`src/rtl/cci_pkg.sv`:
```
`timescale 1ns/1ps
package cci_pkg;
  typedef enum logic [1:0] {
    CNT_OFF  = 2'd0,
    CNT_RISE = 2'd1,
    CNT_FALL = 2'd2,
    CNT_BOTH = 2'd3
  } cnt_mode_e;

  typedef struct packed {
    logic rise;
    logic fall;
  } edge_t;
endpackage

```
`src/rtl/cci_warmup.sv`:
```
`timescale 1ns/1ps
// Masks edge reports until the sample pair holds real pin values.
module cci_warmup #(
  parameter int SYNC_STAGES = 2
) (
  input  logic clk_i,
  input  logic rst_ni,
  output logic armed_o
);
  localparam int LIM = SYNC_STAGES + 1;
  localparam int CW  = $clog2(LIM + 1);

  logic [CW-1:0] cnt_q;

  assign armed_o = (cnt_q == CW'(LIM));

  always_ff @(posedge clk_i or negedge rst_ni) begin
    if (!rst_ni)       cnt_q <= '0;
    else if (!armed_o) cnt_q <= cnt_q + CW'(1);
  end
endmodule

```
`src/rtl/cci_edge_det.sv`:
```
`timescale 1ns/1ps
module cci_edge_det
  import cci_pkg::*;
#(
  parameter int SYNC_STAGES = 2
) (
  input  logic  clk_i,
  input  logic  rst_ni,
  input  logic  pin_i,
  input  logic  armed_i,
  output edge_t edge_o
);
  logic [SYNC_STAGES-1:0] sync_q;
  logic                   prev_q;
  logic                   cur;

  assign cur = sync_q[SYNC_STAGES-1];

  always_ff @(posedge clk_i or negedge rst_ni) begin
    if (!rst_ni) begin
      sync_q <= '0;
      prev_q <= 1'b0;
    end else begin
      sync_q <= {sync_q[SYNC_STAGES-2:0], pin_i};
      prev_q <= cur;
    end
  end

  assign edge_o.rise = armed_i &  cur & ~prev_q;
  assign edge_o.fall = armed_i & ~cur &  prev_q;
endmodule

```
`src/rtl/cci_cap_chan.sv`:
```
`timescale 1ns/1ps
module cci_cap_chan
  import cci_pkg::*;
#(
  parameter int TMR_W = 32
) (
  input  logic             clk_i,
  input  logic             rst_ni,
  input  edge_t            edge_i,
  input  logic             rise_en_i,
  input  logic             fall_en_i,
  input  logic             irq_en_i,
  input  logic             clr_i,
  input  logic [TMR_W-1:0] tmr_val_i,
  output logic [TMR_W-1:0] val_o,
  output logic             flag_o
);
  logic hit;

  assign hit = (edge_i.rise & rise_en_i) | (edge_i.fall & fall_en_i);

  always_ff @(posedge clk_i or negedge rst_ni) begin
    if (!rst_ni) begin
      val_o  <= '0;
      flag_o <= 1'b0;
    end else begin
      if (hit) val_o <= tmr_val_i;
      // a new event outranks a same-cycle clear
      if (hit && irq_en_i) flag_o <= 1'b1;
      else if (clr_i)      flag_o <= 1'b0;
    end
  end
endmodule

```
`src/rtl/cci_cnt_src.sv`:
```
`timescale 1ns/1ps
module cci_cnt_src
  import cci_pkg::*;
#(
  parameter int N_CAP = 2,
  parameter int SEL_W = 2
) (
  input  edge_t [N_CAP-1:0] edges_i,
  input  logic  [1:0]       mode_i,
  input  logic  [SEL_W-1:0] sel_i,
  output logic              pulse_o
);
  edge_t     src;
  cnt_mode_e mode;

  assign mode = cnt_mode_e'(mode_i);

  always_comb begin
    src = '0;
    for (int i = 0; i < N_CAP; i++) begin
      if (sel_i == SEL_W'(i)) src = edges_i[i];
    end
  end

  always_comb begin
    unique case (mode)
      CNT_RISE: pulse_o = src.rise;
      CNT_FALL: pulse_o = src.fall;
      CNT_BOTH: pulse_o = src.rise | src.fall;
      default:  pulse_o = 1'b0;
    endcase
  end
endmodule

```
`src/rtl/cap_cnt_in.sv`:
```
`timescale 1ns/1ps
module cap_cnt_in
  import cci_pkg::*;
#(
  parameter int TMR_W       = 32,
  parameter int N_CAP       = 2,
  parameter int SYNC_STAGES = 2,
  parameter int SEL_W       = 2,
  parameter int FLAG_W      = 8,
  parameter int FLAG_BASE   = 4
) (
  input  logic                   clk_i,
  input  logic                   rst_ni,
  input  logic [N_CAP-1:0]       cap_pin_i,
  input  logic [TMR_W-1:0]       tmr_val_i,
  input  logic [1:0]             cnt_mode_i,
  input  logic [SEL_W-1:0]       cnt_sel_i,
  input  logic [N_CAP-1:0]       cap_rise_en_i,
  input  logic [N_CAP-1:0]       cap_fall_en_i,
  input  logic [N_CAP-1:0]       cap_irq_en_i,
  input  logic                   flag_wr_i,
  input  logic [FLAG_W-1:0]      flag_wdata_i,
  output logic [N_CAP*TMR_W-1:0] cap_val_o,
  output logic [N_CAP-1:0]       cap_flag_o,
  output logic                   cnt_pulse_o
);
  localparam int FLAG_TOP = FLAG_BASE + N_CAP;

  edge_t [N_CAP-1:0] edges;
  logic              armed;
  logic [N_CAP-1:0]  clr;
  logic              unused_wdata;

  assign unused_wdata = ^{flag_wdata_i[FLAG_BASE-1:0], flag_wdata_i[FLAG_W-1:FLAG_TOP]};

  cci_warmup #(.SYNC_STAGES(SYNC_STAGES)) u_warm (
    .clk_i   (clk_i),
    .rst_ni  (rst_ni),
    .armed_o (armed)
  );

  for (genvar i = 0; i < N_CAP; i++) begin : g_ch
    assign clr[i] = flag_wr_i & flag_wdata_i[FLAG_BASE+i];

    cci_edge_det #(.SYNC_STAGES(SYNC_STAGES)) u_edge (
      .clk_i   (clk_i),
      .rst_ni  (rst_ni),
      .pin_i   (cap_pin_i[i]),
      .armed_i (armed),
      .edge_o  (edges[i])
    );

    cci_cap_chan #(.TMR_W(TMR_W)) u_chan (
      .clk_i     (clk_i),
      .rst_ni    (rst_ni),
      .edge_i    (edges[i]),
      .rise_en_i (cap_rise_en_i[i]),
      .fall_en_i (cap_fall_en_i[i]),
      .irq_en_i  (cap_irq_en_i[i]),
      .clr_i     (clr[i]),
      .tmr_val_i (tmr_val_i),
      .val_o     (cap_val_o[i*TMR_W +: TMR_W]),
      .flag_o    (cap_flag_o[i])
    );
  end

  cci_cnt_src #(.N_CAP(N_CAP), .SEL_W(SEL_W)) u_src (
    .edges_i (edges),
    .mode_i  (cnt_mode_i),
    .sel_i   (cnt_sel_i),
    .pulse_o (cnt_pulse_o)
  );
endmodule

```
`config.mk`:
```
export PLATFORM = sky130hd
export DESIGN_NAME = cap_cnt_in
export DESIGN_NICKNAME = d
export VERILOG_FILES = /design/src/rtl/cci_pkg.sv /design/src/rtl/cci_warmup.sv /design/src/rtl/cci_edge_det.sv /design/src/rtl/cci_cap_chan.sv /design/src/rtl/cci_cnt_src.sv /design/src/rtl/cap_cnt_in.sv
export SDC_FILE = /design/constraint.sdc
export NUM_CORES = 1
export LEC_CHECK = 0
export CORE_ASPECT_RATIO = 0.5
export CORE_MARGIN = 2
export CORE_UTILIZATION = 35
export DETAILED_ROUTE_END_ITERATION = 16
export PLACE_DENSITY = 0.73
export SKIP_LAST_GASP = 1
export SLEW_MARGIN = 0
export SYNTH_ARGS = -nofsm -noshare
export SYNTH_HDL_FRONTEND = slang
export SYNTH_SLANG_ARGS = --single-unit
```
`constraint.sdc`:
```
create_clock -name clk_i -period 1.9 [get_ports clk_i]
set_input_delay 0.19 -clock clk_i [delete_from_list [all_inputs] [get_ports clk_i]]
set_output_delay 0.19 -clock clk_i [all_outputs]
set_load 0.1 [all_outputs]
```
# Word-level counts from Yosys, hierarchy flattened
# Cells that the tools add are included.
# W data, S select, Z words.
[word_totals]
register_bits = 74
in_bits = 55
out_inout_bits = 67
word_cells = 48
[classes]
addsub = 1
n_eq_ne = 5
n_mux = 7
bitwise_logic = 21
n_reduce_logical = 5
[ops]
columns = ["op", "count"]
rows = [
  ["$and A1 B1 Y1", 14],
  ["$eq A2 B2 Y1 const B", 3],
  ["$eq A2 B1 Y1 const B", 2],
  ["$mux W1", 4],
  ["$mux W2", 2],
  ["$not A1 Y1", 4],
  ["$reduce_bool A2 Y1", 2],
  ["$or A1 B1 Y1", 3],
  ["$pmux W1 S3", 1],
  ["$add A2 B1 Y2 const B", 1],
  ["$logic_and A1 B1 Y1", 2],
  ["$logic_not A2 Y1", 1],
]

# Logic depth before layout (Yosys ltp)
# Gate-level depths: netlist of the first run.
[depth]
word_depth = 7
depth_mapped = 6
mapped_depth_nobuf = 4

# By module
# Synthesis of the first run repeated with hierarchy kept, for this count alone.
[hier_totals]
hier_cells = 167
hier_area_um2 = 3085.5
[by_module_without_submodules]
columns = ["mod", "instances", "cells_per_inst", "area_per_inst_um2", "seq_area_each_um2"]
rows = [
  ["cci_cap_chan", 2, 72, 1375.1, 825.8],
  ["cci_edge_det", 2, 5, 92.6, 75.1],
  ["cci_warmup", 1, 6, 98.8, 50.0],
  ["cci_cnt_src", 1, 5, 38.8, 0.0],
  ["cap_cnt_in", 1, 2, 12.5, 0.0],
]

# Worst setup path after synthesis of the first run
# No wires, ideal clock.
[synth_path]
path_type = "flip-flop to output port"
startpoint = "register u_warm.cnt_q[0]"
endpoint = "output port cnt_pulse_o"
arrival_time_ns = 2.148
required_ns = 1.710
slack_ns = -0.438
stages_incl_launch_ff = 5
path_buffers = 1
cell_sequence = "dfrtp_1 > ha_1 > buf_6 > nand2b_1 > a21oi_1"
[synth_between]
elab_chain_cells = 7
word_cells_on_any_way = 13
classes_between = "eq/ne (1); mux (3); bitwise (9)"
[synth_rtl]
columns = ["element", "line", "text"]
rows = [
  ["from (decl)", "cci_warmup.sv:13", "logic [CW-1:0] cnt_q;"],
  ["from (signal assigned)", "cci_warmup.sv:19", "else if (!armed_o) cnt_q <= cnt_q + CW'(1);"],
  ["$eq A2 B2 Y1 *", "cci_warmup.sv:15", "assign armed_o = (cnt_q == CW'(LIM));"],
  ["$and A1 B1 Y1 (on tied branches) (2 in a row)", "cci_edge_det.sv:29, cci_edge_det.sv:30", ""],
  ["$mux W2", "cci_cnt_src.sv:21", "if (sel_i == SEL_W'(i)) src = edges_i[i];"],
  ["$mux W2 *", "cci_cnt_src.sv:21", ""],
  ["$or A1 B1 Y1", "cci_cnt_src.sv:29", "CNT_BOTH: pulse_o = src.rise | src.fall;"],
  ["$pmux W1 S3 *", "cci_cnt_src.sv:26", "unique case (mode)"],
  ["to (decl)", "cap_cnt_in.sv:25", "output logic cnt_pulse_o"],
]
# Mark *: on every way between the ends. The rest lies on a longest branch, timed or not.

# Worst setup path in the final report of the first run
[layout_path]
startpoint = "register u_warm.cnt_q[0]"
endpoint = "register g_ch[0].u_chan.val_o[10]"
[layout_between]
elab_chain_cells = 5
word_cells_on_any_way = 8
classes_between = "eq/ne (1); bitwise (7)"
[layout_rtl]
columns = ["element", "line", "text"]
rows = [
  ["$eq A2 B2 Y1 *", "cci_warmup.sv:15", ""],
  ["$and A1 B1 Y1 (on tied branches) (2 in a row)", "cci_edge_det.sv:29, cci_edge_det.sv:30", ""],
  ["$and A1 B1 Y1", "cci_cap_chan.sv:20", "assign hit = (edge_i.rise & rise_en_i) | (edge_i.fall & fall_en_i);"],
  ["$or A1 B1 Y1 *", "cci_cap_chan.sv:20", ""],
  ["to (signal assigned)", "cci_cap_chan.sv:27", "if (hit) val_o <= tmr_val_i;"],
  ["to (decl)", "cci_cap_chan.sv:15", "output logic [TMR_W-1:0] val_o,"],
]
# Marked as above.
# A chain may end at the register's enable or synchronous reset.

==> summary.txt, run 1 <==
Outcome
  • Status: complete, no violations

Logic synthesis
  • Post-Syn Area per Cell: 18.6 um^2
  • FF+latch count, synth: 74
  • Synth warn: 0
  • Mapped Nets: 224
  • Synth cell types: 17
  • Cells after Synth: 168
  • Area of the mapped netlist: 0.00313 mm^2
  • Seq/Total Area, Yosys: 59.2%

STA
  • Final hold vios: 0
  • Final setup TNS: 0 ps
  • Setup violations, final: 0
  • Final Max Tran Viols: 0
  • Maximum clock frequency: 0.588 GHz
  • Slew @ Worst Pin: 508 ps
  • Period minus WS final: 1700 ps
  • RSZ-0062 raised after global routing: false
  • Clock skew: 4.66 ps
  • Post-route clock period utilization: 89.5%
  • Worst rel slew slack: 66.1%

Floorplan
  • Die height: 70.9 um
  • Die area: 0.00976 mm^2
  • Initial core utilization: 35.9%
  • I/O pin count: 122
  • Standard-cell rows: 24
  • Die X: 138 um
  • Core area: 0.00871 mm^2

GRT
  • Largest net degree at the start of global routing: 40
  • GRT Util Overall: 15.2%
  • Global-route wire length before repair: 11200 um
  • Vias in the first global route: 2137
  • GRT overflow: 0
  • Initial antenna violation count: 0

Clocking
  • Clock Pin Slew Worst Setup and Hold Paths: 50 ps
  • Worst-case clock buffer depth: 2
  • Clock Sinks: 74
  • Htree depth: 3
  • CTS tree: done
  • Post-CTS Setup Bufs: 0
  • Clock buffer count from CTS: 9
  • Worst skew pair latency: 330 ps
  • Clock root cell: clkbuf_16

Routing
  • Vias per inst: 4.52
  • Drt wl/cell: 16.8 um
  • Post-Route WL: 6980 um
  • Vias: 1879
  • DR iter-0 viols: 44
  • DRC: 0
  • DR pass1 iterations: 2
  • Final ANT Viol Nets: 0

Placement
  • Post-DP HPWL: 5050 um
  • IO Port Bufs: 115
  • Global placer's final weighted congestion: 0.819

Worst setup path
  • Startpoint types: flip-flop
  • Critical path type: reg2reg
  • Data arrival, critical path: 1910 ps
  • Crit path max fanout: 13
  • Slowest-stage cell, CP: dfrtp_1
  • Worst r2r path cells: 5
  • Crit path cell chain: ha_2 > nand4b_2 > nand2_4 > buf_12 > mux2_4
  • FF-to-FF End: g_ch[0].u_chan.val_o[10]
  • R2r startpoint: u_warm.cnt_q[0]
  • Crit path max-delay family: simple AND/OR/NAND/NOR gates
  • Buf/Inv on CP: 1
  • Required @ worst endpoint: 2110 ps
  • Max stage delay on crit path: 370 ps
  • CP endpoint kind: flip-flop
  • R2r setup slk: 200 ps

Min path
  • HP Start: cap_pin_i[1]
  • Hold Path Sink: g_ch[1].u_edge.sync_q[0]
  • Hold WC Path Type: in2reg
  • Hold Crit Depth: 1

Pwr
  • Peak VDD IR: 0.607 mV
  • Overall power: 0.00708 W
  • Lkg Pwr: 2.14 nW
  • Cell Pwr Density: 1530 mW/mm^2

Layout
  • Layout cells sized above 1: 54.8%
  • Final net count: 350
  • Fin util: 53.0%
  • Most common cell after layout, fill and taps aside: dfrtp_1
  • # diodes: 0
  • Area grow syn2layout: 47.5%
  • Most frequent cells in the layout: 74 x dfrtp_1, 70 x buf_4, 58 x mux2_4, 47 x clkdlybuf4s50_1, 9 x clkbuf_16

Job
  • Max-cap viol count: 0
-- routing by layer --
layer	share of wire [%]	GRT usage, %
met1	41	17.8
met2	54	26.8
met3	3.5	4.80
met4	1.5	4.99
met5	0	0
-- per-stage QoR --
step	cell area [um^2]	hold slack, ps	instances	setup WS (ps)
finish	4620	302	416	199
global placement	4250	190	399	126
global route	4620	279	416	70.4
detailed placement	4250	198	399	91.8
floorplan	3130	-106	168	115
CTS	4610	289	416	79.0
-- registers in the layout, indices dropped and copies added (netlist names) --
register and count:
g_ch.u_chan.flag_o 2, g_ch.u_chan.val_o 64, g_ch.u_edge.prev_q 2, g_ch.u_edge.sync_q 4
u_warm.cnt_q 2
-- worst max-delay path by stage --
stage	from	endpoint	slack (ps)	depth (start not counted)
global placement	u_warm.cnt_q[0]	g_ch[0].u_chan.val_o[17]	130	5
floorplan	g_ch[1].u_edge.sync_q[1]	cnt_pulse_o	120	3
CTS	u_warm.cnt_q[0]	g_ch[0].u_chan.val_o[10]	80	5
global route	g_ch[0].u_edge.sync_q[1]	cnt_pulse_o	70	4
finish	u_warm.cnt_q[0]	g_ch[0].u_chan.val_o[10]	200	5
detailed placement	u_warm.cnt_q[0]	g_ch[0].u_chan.val_o[5]	90	5
-- synth_stat cells --
cell      instances  area, um^2
dfrtp_1          74        1850
mux2_4           58         871
mux2_2            7        78.8
buf_12            6         120
nand4b_2          4        60.1
a22o_1            2        17.5
and3b_1           2        17.5
buf_4             2        15.0
nand2_1           2        7.51
nand2_4           2        22.5
nor3b_1           2        15.0
o21ai_0           2        10.0
a21oi_1           1        5.00
buf_6             1        11.3
ha_1              1        12.5
nand2b_1          1        6.26
xnor2_1           1        8.76
-- report_power, final --
group | switching (W) | internal [W] | total (W)
logic | 0.00228 | 0.000803 | 0.00308
clock network | 0.000633 | 0.00135 | 0.00199
registers | 0.000168 | 0.00184 | 0.00201
-- final cells by class --
class,instances,area (um^2)
multi-input combinational,85,1140
timing repair buffer,124,1130
clock buffer,12,256
fill,729,4090
tap,117,146
clock inverter,4,97.6
sequential,74,1850
-- cells by family after synthesis --
group,after synthesis,share of synthesized area (%)
AO/OA/AOI/OAI,5,1.04
XOR/XNOR,1,0.280
adder cells (fa/ha/maj),1,0.400
buffers and inverters,9,4.68
flip-flops,74,59.2
multiplexers,65,30.3
AND/OR/NAND/NOR,13,4.12
-- timing repair --
action	CTS	global route
setup endpoints to repair	0	14
hold endpoints to repair	37	0
gates resized for setup	0	1
hold buffers	1	0
Note: power is estimated with default switching activity, not from simulation.
==> run 2, diff against run 1 <==
TNS_END_PERCENT = 30   (was not set)
clock period = 1.8 ns   (was 1.9 ns; I/O delays follow)
==> run 2 against run 1 <==
Count of clock-buffer cells in the layout is 3 higher. Hold slack worse by 3.4 ps. Power is 0.22% lower. Largest cell class unchanged. Cell count is 0.24% higher. Largest power group unchanged. Worst setup slack worse by 38 ps. Global-route usage is 0.45 points higher. Combinational power is 6% higher.
==> summary.txt, run 2 (synthesis gave the netlist of run 1 again) <==
Pwr
  • Overall power: 0.00707 W (-0.22%)
  • Sw Pwr: 0.00321 W (+4.4%)
  • Cell Pwr Density: 1540 mW/mm^2 (+0.57%)
  • Logic pwr share: 46.2% (+2.7 points)
  • Clock power frac: 23.7% (-4.4 points)
  • Lkg Pwr: 2.12 nW (-0.96%)
  • Peak VDD IR: 0.594 mV (-2.1%)
  • Cell Int Power: 0.00385 W (-3.8%)
  • Share of power burned in registers: 30.0% (+1.6 points)
  • Sw Share: 45.5% (+2.0 points)

Layout
  • Most common cell after layout, fill and taps aside: dfrtp_1
  • Most frequent cells in the layout: 74 x dfrtp_1, 69 x buf_4, 58 x mux2_4, 47 x clkdlybuf4s50_1, 9 x clkbuf_16
  • Final instance area: 0.00458 mm^2 (-0.79%)
  • # diodes: 0 (unchanged)
  • Largest reg by FF count: g_ch.u_chan.val_o
  • Max reg flops: 64 (unchanged)
  • Layout cells sized above 1: 54.3% (-0.52 points)
  • Area grow syn2layout: 46.3%
  • Top flop regs: g_ch.u_chan.val_o: 64 flops, g_ch.u_edge.sync_q: 4 flops
  • Final net count: 351 (+0.29%)

Worst setup path
  • Crit path max fanout: 5 (-8)
  • Crit path max-delay family: flip-flops
  • Startpoint types: flip-flop
  • Required @ worst endpoint: 1620 ps (-490 ps)
  • Crit path cell chain: nor3b_1 > o21ai_0 > a21oi_2 > buf_12
  • CP endpoint kind: output port
  • Critical path type: reg2out
  • Max stage delay on crit path: 420 ps (+50 ps)
  • Slowest-stage cell, CP: dfrtp_1
  • Data arrival, critical path: 1460 ps (-450 ps)
  • Buf/Inv on CP: 1 (unchanged)

GRT
  • Grt met2 use: 27.6% (+0.83 points)
  • M1 GR Usage: 18.8% (+0.97 points)
  • Met3 usage: 4.16% (-0.65 points)
  • Global routing's busiest layer: met2
  • GRT overflow: 0 (unchanged)
  • Vias in the first global route: 2150 (+0.61%)
  • GRT Util Overall: 15.6% (+0.45 points)
  • Initial antenna violation count: 0 (unchanged)
  • Largest net degree at the start of global routing: 42 (+5.0%)
  • Global-route wire length before repair: 11500 um (+3.0%)

STA
  • Post-route clock period utilization: 91.0%
  • Final Max Tran Viols: 0 (unchanged)
  • Slew @ Worst Pin: 525 ps (+17.6 ps)
  • Period minus WS final: 1640 ps
  • Maximum clock frequency: 0.610 GHz
  • Setup violations, final: 0 (unchanged)
  • Final setup TNS: 0 ps (unchanged)
  • WHS: 299 ps (-3.42 ps)
  • Final hold vios: 0 (unchanged)
  • RSZ-0062 raised after global routing: false
  • Clock skew: 3.50 ps (-1.16 ps)
  • Worst rel slew slack: 65.0% (-1.2 points)

Floorplan
  • Die area: 0.00976 mm^2 (unchanged)
  • Die X: 138 um (unchanged)
  • Core area: 0.00871 mm^2 (unchanged)
  • Die height: 70.9 um (unchanged)
  • Standard-cell rows: 24 (unchanged)
  • I/O pin count: 122 (unchanged)
  • Initial core utilization: 35.9% (unchanged)

Clocking
  • Clock Sinks: 74 (unchanged)
  • Worst skew pair latency: 320 ps (about the same)
  • Clock buffer count from CTS: 9 (unchanged)
  • Clock Pin Slew Worst Setup and Hold Paths: 50 ps (about the same)
  • CTS tree: done
  • Clock root cell: clkbuf_16
  • Worst-case clock buffer depth: 2 (unchanged)
  • Htree depth: 3 (unchanged)

Placement
  • Post-DP HPWL: 5020 um (-0.63%)
  • Placed cell areas: 0.00428 mm^2 (+0.77%)
  • IO Port Bufs: 115 (unchanged)
  • Global placer's final weighted congestion: 0.762 (-6.9%)

Routing
  • DR iter-0 viols: 50 (+14%)
  • Post-Route WL: 6920 um (-0.92%)
  • DR pass1 iterations: 4 (+2)
  • DRC: 0 (unchanged)
  • Final ANT Viol Nets: 0 (unchanged)
  • Drt wl/cell: 16.6 um (-1.2%)
  • Vias per inst: 4.46 (-1.2%)
  • Vias: 1861 (-0.96%)

Outcome
  • Status: complete, no violations

Min path
  • Hold WC Path Type: in2reg

Job
  • Max-cap viol count: 0 (unchanged)
[run 2: cell count changes in the layout (fill, tap and decap cells not counted)]
cell,before,now
clkbuf_1,1,3
clkbuf_8,2,3
bufinv_16,3,0
buf_4,70,69
buf_12,6,8
[run 2: power by group through the flow]
stage          Sequential, W  Combinational [W]  Clock (W)
5_1_grt              0.00216            0.00334    0.00182
3_3_place_gp         0.00213            0.00325          0
3_5_place_dp         0.00214            0.00328          0
2_1_floorplan        0.00409           0.000581          0
6_report             0.00212            0.00326    0.00168
4_1_cts              0.00212            0.00328    0.00174
[run 2: cell type report]
| class | instances | area (um^2) |
|---|---|---|
| clock buffers | 15 | 278 |
| well taps | 117 | 146 |
| flip-flops and latches | 74 | 1850 |
| fillers | 716 | 4130 |
| repair buffers | 125 | 1160 |
| clock inverters | 1 | 7.51 |
| multi-input cells | 85 | 1140 |
[run 2: what timing repair did]
| item | in CTS | in global routing |
|---|---|---|
| endpoints found under the setup margin | 0 | 27 |
| resized for setup | 0 | 1 |
| hold buffers | 1 | 0 |
| endpoints found under the hold margin | 39 | 0 |
| buffers inserted | 0 | 0 |
[run 2: worst paths after layout]
| path | slack (ps) | end | cells past startpoint | start |
|---|---|---|---|---|
| min reg2reg | 350 | g_ch[1].u_edge.sync_q[1] | 0 | g_ch[1].u_edge.sync_q[0] |
| max reg2reg | 160 | g_ch[0].u_chan.val_o[13] | 5 | u_warm.cnt_q[0] |
| max in group asynchronous | 850 | g_ch[0].u_chan.val_o[20] | 3 | rst_ni |
| min | 300 | g_ch[1].u_edge.sync_q[0] | 1 | cap_pin_i[1] |
| max | 160 | cnt_pulse_o | 4 | g_ch[0].u_edge.sync_q[1] |
| min in group asynchronous | 380 | g_ch[0].u_edge.sync_q[1] | 2 | rst_ni |
[run 2: through the flow]
| stage | cells | setup slack, ps | util [%] |
|---|---|---|---|
| floorplan | 168 | 25.3 | - |
| global placement | 400 | 86.8 | 49.2 |
| detailed placement | 400 | 54.5 | 49.2 |
| CTS | 417 | 36.3 | 52.6 |
| global route | 417 | 2.21 | 52.6 |
| finish | 417 | 162 | 52.6 |
[run 2: per-layer routing]
metal / wire [um] / up-vias / share of wire (%)
met2: 3790 / 34 / 55
li1: - / 848 / -
met4: 87 / 0 / 1.3
met3: 216 / 9 / 3.1
met5: 0 / - / 0
met1: 2820 / 970 / 41
==> run 3, diff against run 2 <==
ABC_CLOCK_PERIOD_IN_PS = 1800   (was not set)
CTS_BUF_LIST = sky130_fd_sc_hd__clkbuf_8   (was not set)
GPL_TIMING_DRIVEN = 0   (was not set)
==> run 3 against run 2 <==
The run now ends with negative setup slack left. Count of clock-buffer cells in the layout down 4. Flip-flop and latch count unchanged. Worst setup slack worse by 380 ps. Largest power group unchanged.
==> summary.txt, run 3 (synthesis gave the netlist of run 1 again) <==
Floorplan
  • Standard-cell rows: 24 (unchanged)
  • I/O pin count: 122 (unchanged)
  • Die height: 70.9 um (unchanged)
  • Initial core utilization: 35.9% (unchanged)
  • Core area: 0.00871 mm^2 (unchanged)
  • Die X: 138 um (unchanged)
  • Die area: 0.00976 mm^2 (unchanged)

Pwr
  • Peak VDD IR: 0.476 mV (-20%)
  • Cell Pwr Density: 1410 mW/mm^2 (-8.4%)
  • Lkg Pwr: 2.21 nW (+4.1%)

Clocking
  • Worst skew pair latency: 330 ps (about the same)
  • Worst-case clock buffer depth: 2 (unchanged)
  • Htree depth: 3 (unchanged)
  • Clock root cell: clkbuf_8
  • Post-CTS Setup Bufs: 0 (unchanged)
  • Clock Sinks: 74 (unchanged)
  • Clock buffer count from CTS: 9 (unchanged)
  • Clock Pin Slew Worst Setup and Hold Paths: 70 ps (+20 ps)
  • CTS tree: done

STA
  • Final Max Tran Viols: 0 (unchanged)
  • Clock skew: 7.69 ps (+4.19 ps)
  • RSZ-0062 raised after global routing: true
  • Slew @ Worst Pin: 999 ps (+473 ps)
  • Setup violations, final: 30 (+30)
  • Period minus WS final: 2020 ps (+385 ps)
  • Post-route clock period utilization: 112% (+21 points)
  • Fin worst setup slack: -223 ps (-385 ps)
  • Maximum clock frequency: 0.494 GHz (-19%)
  • Worst rel slew slack: 33.2% (-32 points)
  • Final hold vios: 0 (unchanged)

Worst setup path
  • Buf/Inv on CP: 1 (unchanged)
  • R2r startpoint: u_warm.cnt_q[0]
  • R2r setup slk: 210 ps (+50 ps)
  • Slowest-stage cell, CP: clkdlybuf4s50_1
  • Worst Setup EP: cap_val_o[24]
  • Max stage delay on crit path: 1140 ps (+720 ps)
  • FF-to-FF End: g_ch[1].u_chan.val_o[20]
  • CP endpoint kind: output port
  • Data arrival, critical path: 1840 ps (+380 ps)
  • Startpoint types: flip-flop
  • Required @ worst endpoint: 1620 ps (about the same)
  • CP Launch Point: g_ch[0].u_chan.val_o[24]
  • Critical path type: reg2out
  • Crit path cell chain: clkdlybuf4s50_1
  • Critical path depth in cells: 1 (-3)
  • Worst r2r path cells: 6 (+1)
  • Crit path max-delay family: buffers and inverters
  • Crit path max fanout: 2 (-3)

Placement
  • Post-DP HPWL: 4990 um (-0.70%)
  • IO Port Bufs: 115 (unchanged)
  • Dpl cells: 400 (unchanged)
  • Global placer's final weighted congestion: 0.788 (+3.3%)

Layout
  • Area grow syn2layout: 48.0%
  • Largest reg by FF count: g_ch.u_chan.val_o
  • Post-Layout Cell Count: 416 (-0.24%)
  • Most common cell after layout, fill and taps aside: clkdlybuf4s50_1
  • Fin util: 53.2% (+0.59 points)
  • Fill cell total of the finished layout: 718 (+0.28%)
  • Final net count: 351 (unchanged)
  • Max reg flops: 64 (unchanged)
  • Footprint of the multi-input gates: 0.00114 mm^2 (-0.22%)
  • Top flop regs: g_ch.u_chan.val_o: 64 flops, g_ch.u_edge.sync_q: 4 flops
  • Register area: 0.00185 mm^2 (unchanged)
  • # diodes: 0 (unchanged)
  • Layout cells sized above 1: 32.8% (-22 points)
  • Most frequent cells in the layout: 76 x clkdlybuf4s50_1, 74 x dfrtp_1, 58 x mux2_4, 18 x dlymetal6s2s_1, 17 x dlygate4sd2_1

Routing
  • Post-Route WL: 7040 um (+1.7%)
  • Top layer in use: met4
  • Routed met2 length: 3890 um (+2.5%)
  • Drt wl/cell: 16.9 um (+2.0%)
  • Final ANT Viol Nets: 0 (unchanged)
  • Met1 wire length: 2870 um (+1.5%)
  • DR pass1 iterations: 4 (unchanged)
  • DRC: 0 (unchanged)
  • Vias: 1865 (+0.21%)
  • Vias per inst: 4.48 (+0.46%)
  • Met3 wire len: 205 um (-5.1%)
  • DR iter-0 viols: 72 (+44%)

Outcome
  • Status: finished, violations left
  • Failing checks: negative setup slack

Min path
  • Hold WC Path Type: in2reg
  • Hold Crit Depth: 1 (unchanged)

GRT
  • Vias in the first global route: 2222 (+3.3%)
  • GRT overflow: 0 (unchanged)
  • Global-route wire length before repair: 11700 um (+1.3%)
  • Initial antenna violation count: 0 (unchanged)
  • Largest net degree at the start of global routing: 75 (+79%)
  • GRT Util Overall: 15.8% (+0.14 points)

Job
  • Max-cap viol count: 0 (unchanged)
[run 3: repair_timing]
item,CTS,global route
endpoints found under the setup margin,67,64
gates resized for setup,26,20
hold endpoints to repair,9,0
hold buffers,1,0
pin swaps,0,0
[run 3: per-stage QoR]
stage	hold slack [ps]	instance area, um^2	setup WS (ps)	setup TNS (ps)	power [W]
after floorplan	-116	3130	25.3	0	0.00467
after global placement	336	4430	-1870	-138890	0.00548
after detailed placement	335	4430	-630	-630	0.00551
after CTS	244	4590	-266	-11840	0.00663
after global routing	248	4630	-276	-8100	0.00679
final	279	4630	-223	-6030	0.00654
[run 3: layout make-up]
type,count,share of cell area [%]
sequential,74,40.0
timing repair buffer,116,25.5
multi-input combinational,85,24.5
clock buffer,11,3.27
buffer,9,3.16
tap,117,3.16
clock inverter,4,0.432
[run 3: report_power, final]
group,switching [W],internal (W)
sequential,0.000167,0.00194
clock,0.000572,0.000556
combinational,0.00241,0.000893
total,0.00315,0.00339
[run 3: worst reg2reg max path: stages, from the launching register on]
cell and delay, ps:
dfrtp_1 370, ha_1 170, buf_6 140, nand4b_2 140, nand2_4 180, buf_12 170
mux2_4 320
[run 3: routing by layer]
metal,vias up,GRT usage (%)
met5,-,0
met4,0,6.01
met3,8,4.16
met2,32,27.8
met1,973,18.7
li1,852,-
[run 3: how the worst min path moves through the flow]
stage / startpoint / end / slack, ps
5_1_grt: cap_pin_i[0] / g_ch[0].u_edge.sync_q[0] / 250
4_1_cts: cap_pin_i[0] / g_ch[0].u_edge.sync_q[0] / 240
6_report: cap_pin_i[0] / g_ch[0].u_edge.sync_q[0] / 280
3_3_place_gp: g_ch[1].u_edge.sync_q[0] / g_ch[1].u_edge.sync_q[1] / 340
2_1_floorplan: rst_ni / g_ch[0].u_chan.flag_o / -120
3_5_place_dp: g_ch[1].u_edge.sync_q[0] / g_ch[1].u_edge.sync_q[1] / 330
